### config.mk
export PLATFORM = sky130hd
export DESIGN_NAME = gain_prog_master
export DESIGN_NICKNAME = d
export VERILOG_FILES = /design/src/rtl/gp_pkg.sv /design/src/rtl/gp_ctrl.sv /design/src/rtl/gp_datapath.sv /design/src/rtl/gain_prog_master.sv
export SDC_FILE = /design/constraint.sdc
export NUM_CORES = 1
export LEC_CHECK = 0
export BUFFER_PORTS_ARGS = -buffer_cell sky130_fd_sc_hd__buf_2
export CAP_MARGIN = 20
export CORE_UTILIZATION = 55
export CTS_CLUSTER_DIAMETER = 40
export DETAILED_ROUTE_END_ITERATION = 6
export PLACE_DENSITY = 0.78
export SLEW_MARGIN = 20
export SYNTH_ARGS = -nofsm -noshare
export SYNTH_HDL_FRONTEND = slang
export SYNTH_HIERARCHICAL = 1
export SYNTH_SLANG_ARGS = --single-unit
### constraint.sdc
create_clock -name clk -period 2.46 [get_ports clk]
set_clock_uncertainty 0.1 [all_clocks]
set_input_delay 0.369 -clock clk [delete_from_list [all_inputs] [get_ports clk]]
set_output_delay 0.369 -clock clk [all_outputs]
set_load 0.1 [all_outputs]
### src/rtl/gp_pkg.sv
package gp_pkg;

  // strobes from the sequencer to the serial datapath
  typedef struct packed {
    logic load;     // capture request, open load window
    logic rise;     // serial clock high
    logic fall;     // serial clock low
    logic shift;    // advance to next data bit
    logic relEn;    // close load window (commit)
    logic finish;   // completion pulse / enable update
  } gp_strobe_t;

  typedef enum logic [2:0] {
    ST_IDLE,
    ST_LEAD,
    ST_HIGH,
    ST_LOW,
    ST_TAIL,
    ST_COMMIT
  } gp_state_t;

endpackage

### src/rtl/gp_ctrl.sv
module gp_ctrl
  import gp_pkg::*;
#(
  parameter int WORD_W    = 8,
  parameter int SETUP_CYC = 3,
  parameter int HIGH_CYC  = 4,
  parameter int LOW_CYC   = 4,
  parameter int HOLD_CYC  = 1
) (
  input  logic       clk,
  input  logic       rstN,
  input  logic       reqValid,
  output logic       busy,
  output gp_strobe_t strobes
);

  localparam int MAX_A = (SETUP_CYC > HIGH_CYC) ? SETUP_CYC : HIGH_CYC;
  localparam int MAX_B = (LOW_CYC > HOLD_CYC) ? LOW_CYC : HOLD_CYC;
  localparam int MAX_C = (MAX_A > MAX_B) ? MAX_A : MAX_B;
  localparam int CW    = $clog2(MAX_C + 1);
  localparam int BW    = (WORD_W > 2) ? $clog2(WORD_W) : 1;

  gp_state_t      state;
  logic [CW-1:0]  cnt;
  logic [BW-1:0]  bitCnt;
  int             phaseLen;
  logic           phaseEnd;
  logic           lastBit;

  always_comb begin
    case (state)
      ST_LEAD: phaseLen = SETUP_CYC;
      ST_HIGH: phaseLen = HIGH_CYC;
      ST_LOW:  phaseLen = LOW_CYC;
      ST_TAIL: phaseLen = HOLD_CYC;
      default: phaseLen = 1;
    endcase
  end

  assign phaseEnd = (int'(cnt) == phaseLen - 1);
  assign lastBit  = (int'(bitCnt) == WORD_W - 1);
  assign busy     = (state != ST_IDLE);

  always_comb begin
    strobes        = '0;
    strobes.load   = (state == ST_IDLE) && reqValid;
    strobes.rise   = ((state == ST_LEAD) || (state == ST_LOW)) && phaseEnd;
    strobes.fall   = (state == ST_HIGH) && phaseEnd;
    strobes.shift  = (state == ST_HIGH) && phaseEnd && !lastBit;
    strobes.relEn  = (state == ST_TAIL) && phaseEnd;
    strobes.finish = (state == ST_COMMIT);
  end

  always_ff @(posedge clk or negedge rstN) begin
    if (!rstN) begin
      state  <= ST_IDLE;
      cnt    <= '0;
      bitCnt <= '0;
    end else begin
      case (state)
        ST_IDLE: begin
          cnt    <= '0;
          bitCnt <= '0;
          if (reqValid) state <= ST_LEAD;
        end
        ST_LEAD, ST_LOW: begin
          if (phaseEnd) begin
            cnt   <= '0;
            state <= ST_HIGH;
          end else begin
            cnt <= cnt + 1'b1;
          end
        end
        ST_HIGH: begin
          if (phaseEnd) begin
            cnt    <= '0;
            bitCnt <= bitCnt + 1'b1;
            state  <= lastBit ? ST_TAIL : ST_LOW;
          end else begin
            cnt <= cnt + 1'b1;
          end
        end
        ST_TAIL: begin
          if (phaseEnd) begin
            cnt   <= '0;
            state <= ST_COMMIT;
          end else begin
            cnt <= cnt + 1'b1;
          end
        end
        default: state <= ST_IDLE;
      endcase
    end
  end

  // once a transfer is under way, a new strobe does not restart it
  p_no_restart_r9: assert property (@(posedge clk) disable iff (!rstN)
    (busy && reqValid && state != ST_COMMIT) |=> busy);

endmodule

### src/rtl/gp_datapath.sv
module gp_datapath
  import gp_pkg::*;
#(
  parameter int WORD_W = 8
) (
  input  logic              clk,
  input  logic              rstN,
  input  gp_strobe_t        strobes,
  input  logic [WORD_W-1:0] reqCode,
  input  logic              reqEnable,
  input  logic              pdReq,
  output logic              serClk,
  output logic              serData,
  output logic              loadEnN,
  output logic              pwrUp,
  output logic              done
);

  logic [WORD_W-1:0] shiftReg;
  logic              enFlag;

  assign serData = shiftReg[WORD_W-1];

  always_ff @(posedge clk or negedge rstN) begin
    if (!rstN) begin
      shiftReg <= '0;
      enFlag   <= 1'b0;
    end else if (strobes.load) begin
      shiftReg <= reqCode;
      enFlag   <= reqEnable;
    end else if (strobes.shift) begin
      shiftReg <= {shiftReg[WORD_W-2:0], 1'b0};
    end
  end

  always_ff @(posedge clk or negedge rstN) begin
    if (!rstN) begin
      serClk  <= 1'b0;
      loadEnN <= 1'b1;
      done    <= 1'b0;
    end else begin
      if (strobes.rise)      serClk <= 1'b1;
      else if (strobes.fall) serClk <= 1'b0;
      if (strobes.load)       loadEnN <= 1'b0;
      else if (strobes.relEn) loadEnN <= 1'b1;
      done <= strobes.finish;
    end
  end

  // power-down has priority over the enable at commit
  always_ff @(posedge clk or negedge rstN) begin
    if (!rstN)                        pwrUp <= 1'b0;
    else if (pdReq)                   pwrUp <= 1'b0;
    else if (strobes.finish && enFlag) pwrUp <= 1'b1;
  end

  p_clk_in_window_r3: assert property (@(posedge clk) disable iff (!rstN)
    serClk |-> !loadEnN);

  p_data_steady_high_r4: assert property (@(posedge clk) disable iff (!rstN)
    serClk |-> $stable(serData));

  p_done_after_commit_r7: assert property (@(posedge clk) disable iff (!rstN)
    done |-> (loadEnN && $past(loadEnN) && !$past(loadEnN, 2)));

  p_done_single_r7: assert property (@(posedge clk) disable iff (!rstN)
    done |=> !done);

  p_enable_at_done_r8: assert property (@(posedge clk) disable iff (!rstN)
    $rose(pwrUp) |-> done);

  p_pd_wins_r10: assert property (@(posedge clk) disable iff (!rstN)
    pdReq |=> !pwrUp);

endmodule

### src/rtl/gain_prog_master.sv
module gain_prog_master
  import gp_pkg::*;
#(
  parameter int WORD_W    = 8,
  parameter int SETUP_CYC = 3,
  parameter int HIGH_CYC  = 4,
  parameter int LOW_CYC   = 4,
  parameter int HOLD_CYC  = 1
) (
  input  logic              clk,
  input  logic              rstN,
  input  logic              reqValid,
  input  logic [WORD_W-1:0] reqCode,
  input  logic              reqEnable,
  input  logic              pdReq,
  output logic              busy,
  output logic              done,
  output logic              serClk,
  output logic              serData,
  output logic              loadEnN,
  output logic              pwrUp
);

  gp_strobe_t strobes;

  gp_ctrl #(
    .WORD_W(WORD_W), .SETUP_CYC(SETUP_CYC), .HIGH_CYC(HIGH_CYC),
    .LOW_CYC(LOW_CYC), .HOLD_CYC(HOLD_CYC)
  ) u_ctrl (
    .clk(clk), .rstN(rstN), .reqValid(reqValid),
    .busy(busy), .strobes(strobes)
  );

  gp_datapath #(.WORD_W(WORD_W)) u_dp (
    .clk(clk), .rstN(rstN), .strobes(strobes),
    .reqCode(reqCode), .reqEnable(reqEnable), .pdReq(pdReq),
    .serClk(serClk), .serData(serData), .loadEnN(loadEnN),
    .pwrUp(pwrUp), .done(done)
  );

endmodule

==> results.sh <==
export IMPL_holdWs_ns=0.08937
export IMPL_cts_htree_levels=1
export IMPL_routed_wl_mm=2.411
export IMPL_cts_tree="yes"
export IMPL_core_area_um2=2022
export IMPL_grt_start_max_net_pins=23
export IMPL_clk_insertion_delay_late_ns=0.32
export IMPL_drv_slew=0
export IMPL_path_clk_slew_ns=0.12
export IMPL_syn_to_final_growth_pct=11.78
export IMPL_internal_power_w=0.0004602
export IMPL_leakage_nw=0.5658
export IMPL_drt_first_pass_iters=4
export IMPL_wl_per_cell_um=14.35
export IMPL_final_area_um2=1354
export IMPL_pre_cts_slack_ns=0.3868
export IMPL_p_switching_w=0.0001169
export IMPL_synth_seq_area_share_pct=45.56
export IMPL_antenna_found_initial=0
export IMPL_cts_sinks=22
export IMPL_io_pin_count=19
export IMPL_rr_startpoint="u_ctrl/state[2]"
export IMPL_drtAntennaViolNets=0
export IMPL_drtIter0Drc=30
export IMPL_slew_headroom_pct=68.04
export IMPL_power_density_nw_per_um2=426.3
export IMPL_timing_final_crit_share_pct=89.00
export IMPL_max_freq_ghz=0.4568
export IMPL_n_antenna_cell=0
export IMPL_ir_worst_vdd_uv=299.0
export IMPL_startpoint="u_ctrl/state[1]"
export IMPL_path_class="flip-flop to output pin"
export IMPL_ys_ff_latch=22
export IMPL_start_util_pct=59.90
export IMPL_yosys_area_top_type="dfrtp_1"
export IMPL_synth_area_leaders="dfrtp_1, mux2i_1, o211ai_1"
export IMPL_die_area_um2=2394
export IMPL_critPathLaunchType="flip-flop"
export IMPL_grt_pass1_wl_mm=4.264
export IMPL_cp_arrival_ns=1.72
export IMPL_slowest_delay_ns=0.65
export IMPL_timing_final_ws_setup_ns=0.2707
export IMPL_worstPathMaxFanout=15
export IMPL_critPathCaptureType="output pin"
export IMPL_min_path_type="input pin to flip-flop"
export IMPL_hp_start="pdReq"
export IMPL_final_common_cell="dfrtp_1"
export IMPL_rsz0062_at_grt="false"
export IMPL_viasPerCell=5.833
export IMPL_synth_area_um2=1211
export IMPL_setup_tns_final_ns=0
export IMPL_dp_hpwl_mm=1.741
export IMPL_cts_path_max_buffers=2
export IMPL_hold_violations=0
export IMPL_cts_root_buf="clkbuf_4"
export IMPL_crit_required_ns=1.99
export IMPL_p_comb_share_pct=3.1
export IMPL_cts_setup_buffers=0
export IMPL_p_sw_share_pct=20.25
export IMPL_port_buffers=18
export IMPL_grt_pass1_vias=965
export IMPL_syn_nets=139
export IMPL_drive_gt1_share_pct=21.99
export IMPL_final_util_pct=66.96
export IMPL_outcome="completed"
export IMPL_finalCriticalPeriod_ns=2.189
export IMPL_p_clk_share_pct=34.3
export IMPL_mostFrequentLayoutCells="dfrtp_1, buf_2, nand2_1, o21ai_1, o211ai_1"
export IMPL_synthCells=123
export IMPL_placed_cell_area_um2=1308
export IMPL_ys_types=36
export IMPL_place_gp_congestion=0.9055
export IMPL_worst_slew_pin_slew_ns=0.4794
export IMPL_vias=980
export IMPL_synth_top_area_share_pct=43.39
export IMPL_rows=16
export IMPL_gr_usage_all_layers_pct=23.64
export IMPL_finalSetupViolCount=0
export IMPL_die_height_um=48.93
export IMPL_crit_chain="nor2_1 > buf_4 > nand2_1 > buf_2"
export IMPL_drc=0
export IMPL_globalRouteOverflowTotal=0
export IMPL_fp_dieW_um=48.93
export IMPL_slowest_stage="dfrtp_1"
export IMPL_ys_warn_count=6
export IMPL_cts_made_buffers=3
export IMPL_final_nets=158
export IMPL_max_cap_violations=0
export IMPL_seq_power_share_pct=62.7
export IMPL_syn_area_per_cell_um2=9.847
## cell type report
| cell class | count | area, µm² |
|---|---|---|
| fillers | 176 | 668.1 |
| well taps | 27 | 33.78 |
| multi-input cells | 88 | 590.6 |
| flip-flops and latches | 22 | 551.8 |
| repair buffers | 22 | 122.6 |
| clock buffers | 4 | 36.28 |
| inverters | 5 | 18.77 |
## through the flow
step | std cells | power, W
after floorplan | 123 | 0.0003692
after global placement | 163 | 0.0003849
after detailed placement | 163 | 0.0003856
after CTS | 168 | 0.0005887
after global routing | 168 | 0.0006087
final | 168 | 0.0005771
## path summary, 6_finish.rpt
kind | endpoint | slack (ns) | cells past startpoint
max reg2reg | u_dp/serClk | 0.35 | 5
min | u_dp/pwrUp | 0.09 | 2
min reg2reg | u_dp/loadEnN | 0.40 | 2
max in group asynchronous | u_dp/loadEnN | 1.47 | 2
max | busy | 0.27 | 4
min in group asynchronous | u_ctrl/cnt[0] | 0.44 | 2
## flip-flops by register name, summed over array words and instances (netlist names)
signal / count
u_ctrl/cnt: 3
u_dp/enFlag: 1
u_dp/pwrUp: 1
u_dp/shiftReg: 8
u_ctrl/state: 3
u_dp/loadEnN: 1
u_ctrl/bitCnt: 3
u_dp/serClk: 1
u_dp/done: 1
## synth_stat cells
master	n
dfrtp_1	21
nand2_1	15
o211ai_1	9
o21ai_1	9
mux2i_1	7
nor2_1	7
inv_1	5
o21ai_0	5
clkbuf_1	4
nor3_1	4
buf_6	3
ha_1	3
nand3_1	3
a21oi_1	2
and3_1	2
nor2b_1	2
nor3b_1	2
xnor2_1	2
a21o_1	1
a31oi_1	1
a32oi_1	1
and4b_4	1
and4bb_2	1
buf_4	1
dfstp_2	1
mux2_4	1
nand2b_1	1
nand3b_1	1
nand4_1	1
nor4_1	1
nor4_4	1
o221ai_1	1
o2bb2ai_1	1
o32a_1	1
o32ai_1	1
or2_1	1
## per-layer routing
layer  track usage (%)  wire length, µm
met1             29.59             1106
met4             10.29               61
met2             37.96             1147
met5                 0                0
met3             6.854               94
## critical path: cells and delay by family (launching register included)
family	cells	cell delay (ns)
AND/OR/NAND/NOR	2	0.15
flip-flops	1	0.65
buffers and inverters	2	0.60
## power groups by stage
stage	registers [W]	clock network [W]	logic, W
2_1_floorplan	0.000369	0	0.000000607
3_3_place_gp	0.000368	0	0.0000164
3_5_place_dp	0.000368	0	0.0000171
4_1_cts	0.000362	0.000209	0.0000183
5_1_grt	0.000362	0.000226	0.0000206
6_report	0.000362	0.000198	0.0000177
## cell families after synthesis
logic type | synth area share [%]
adder cells (fa/ha/maj) | 3.100
flip-flops | 45.56
XOR/XNOR | 1.447
AO/OA/AOI/OAI | 17.05
AND/OR/NAND/NOR | 19.63
buffers and inverters | 6.198
multiplexers | 7.025
## what timing repair did
| item | 4_1_cts | 5_1_grt |
|---|---|---|
| hold endpoints to repair | 21 | 0 |
| hold buffers | 1 | 0 |
| gates resized for setup | 0 | 0 |
| endpoints found under the setup margin | 0 | 0 |
No activity file was read; power rests on OpenSTA's default activity.
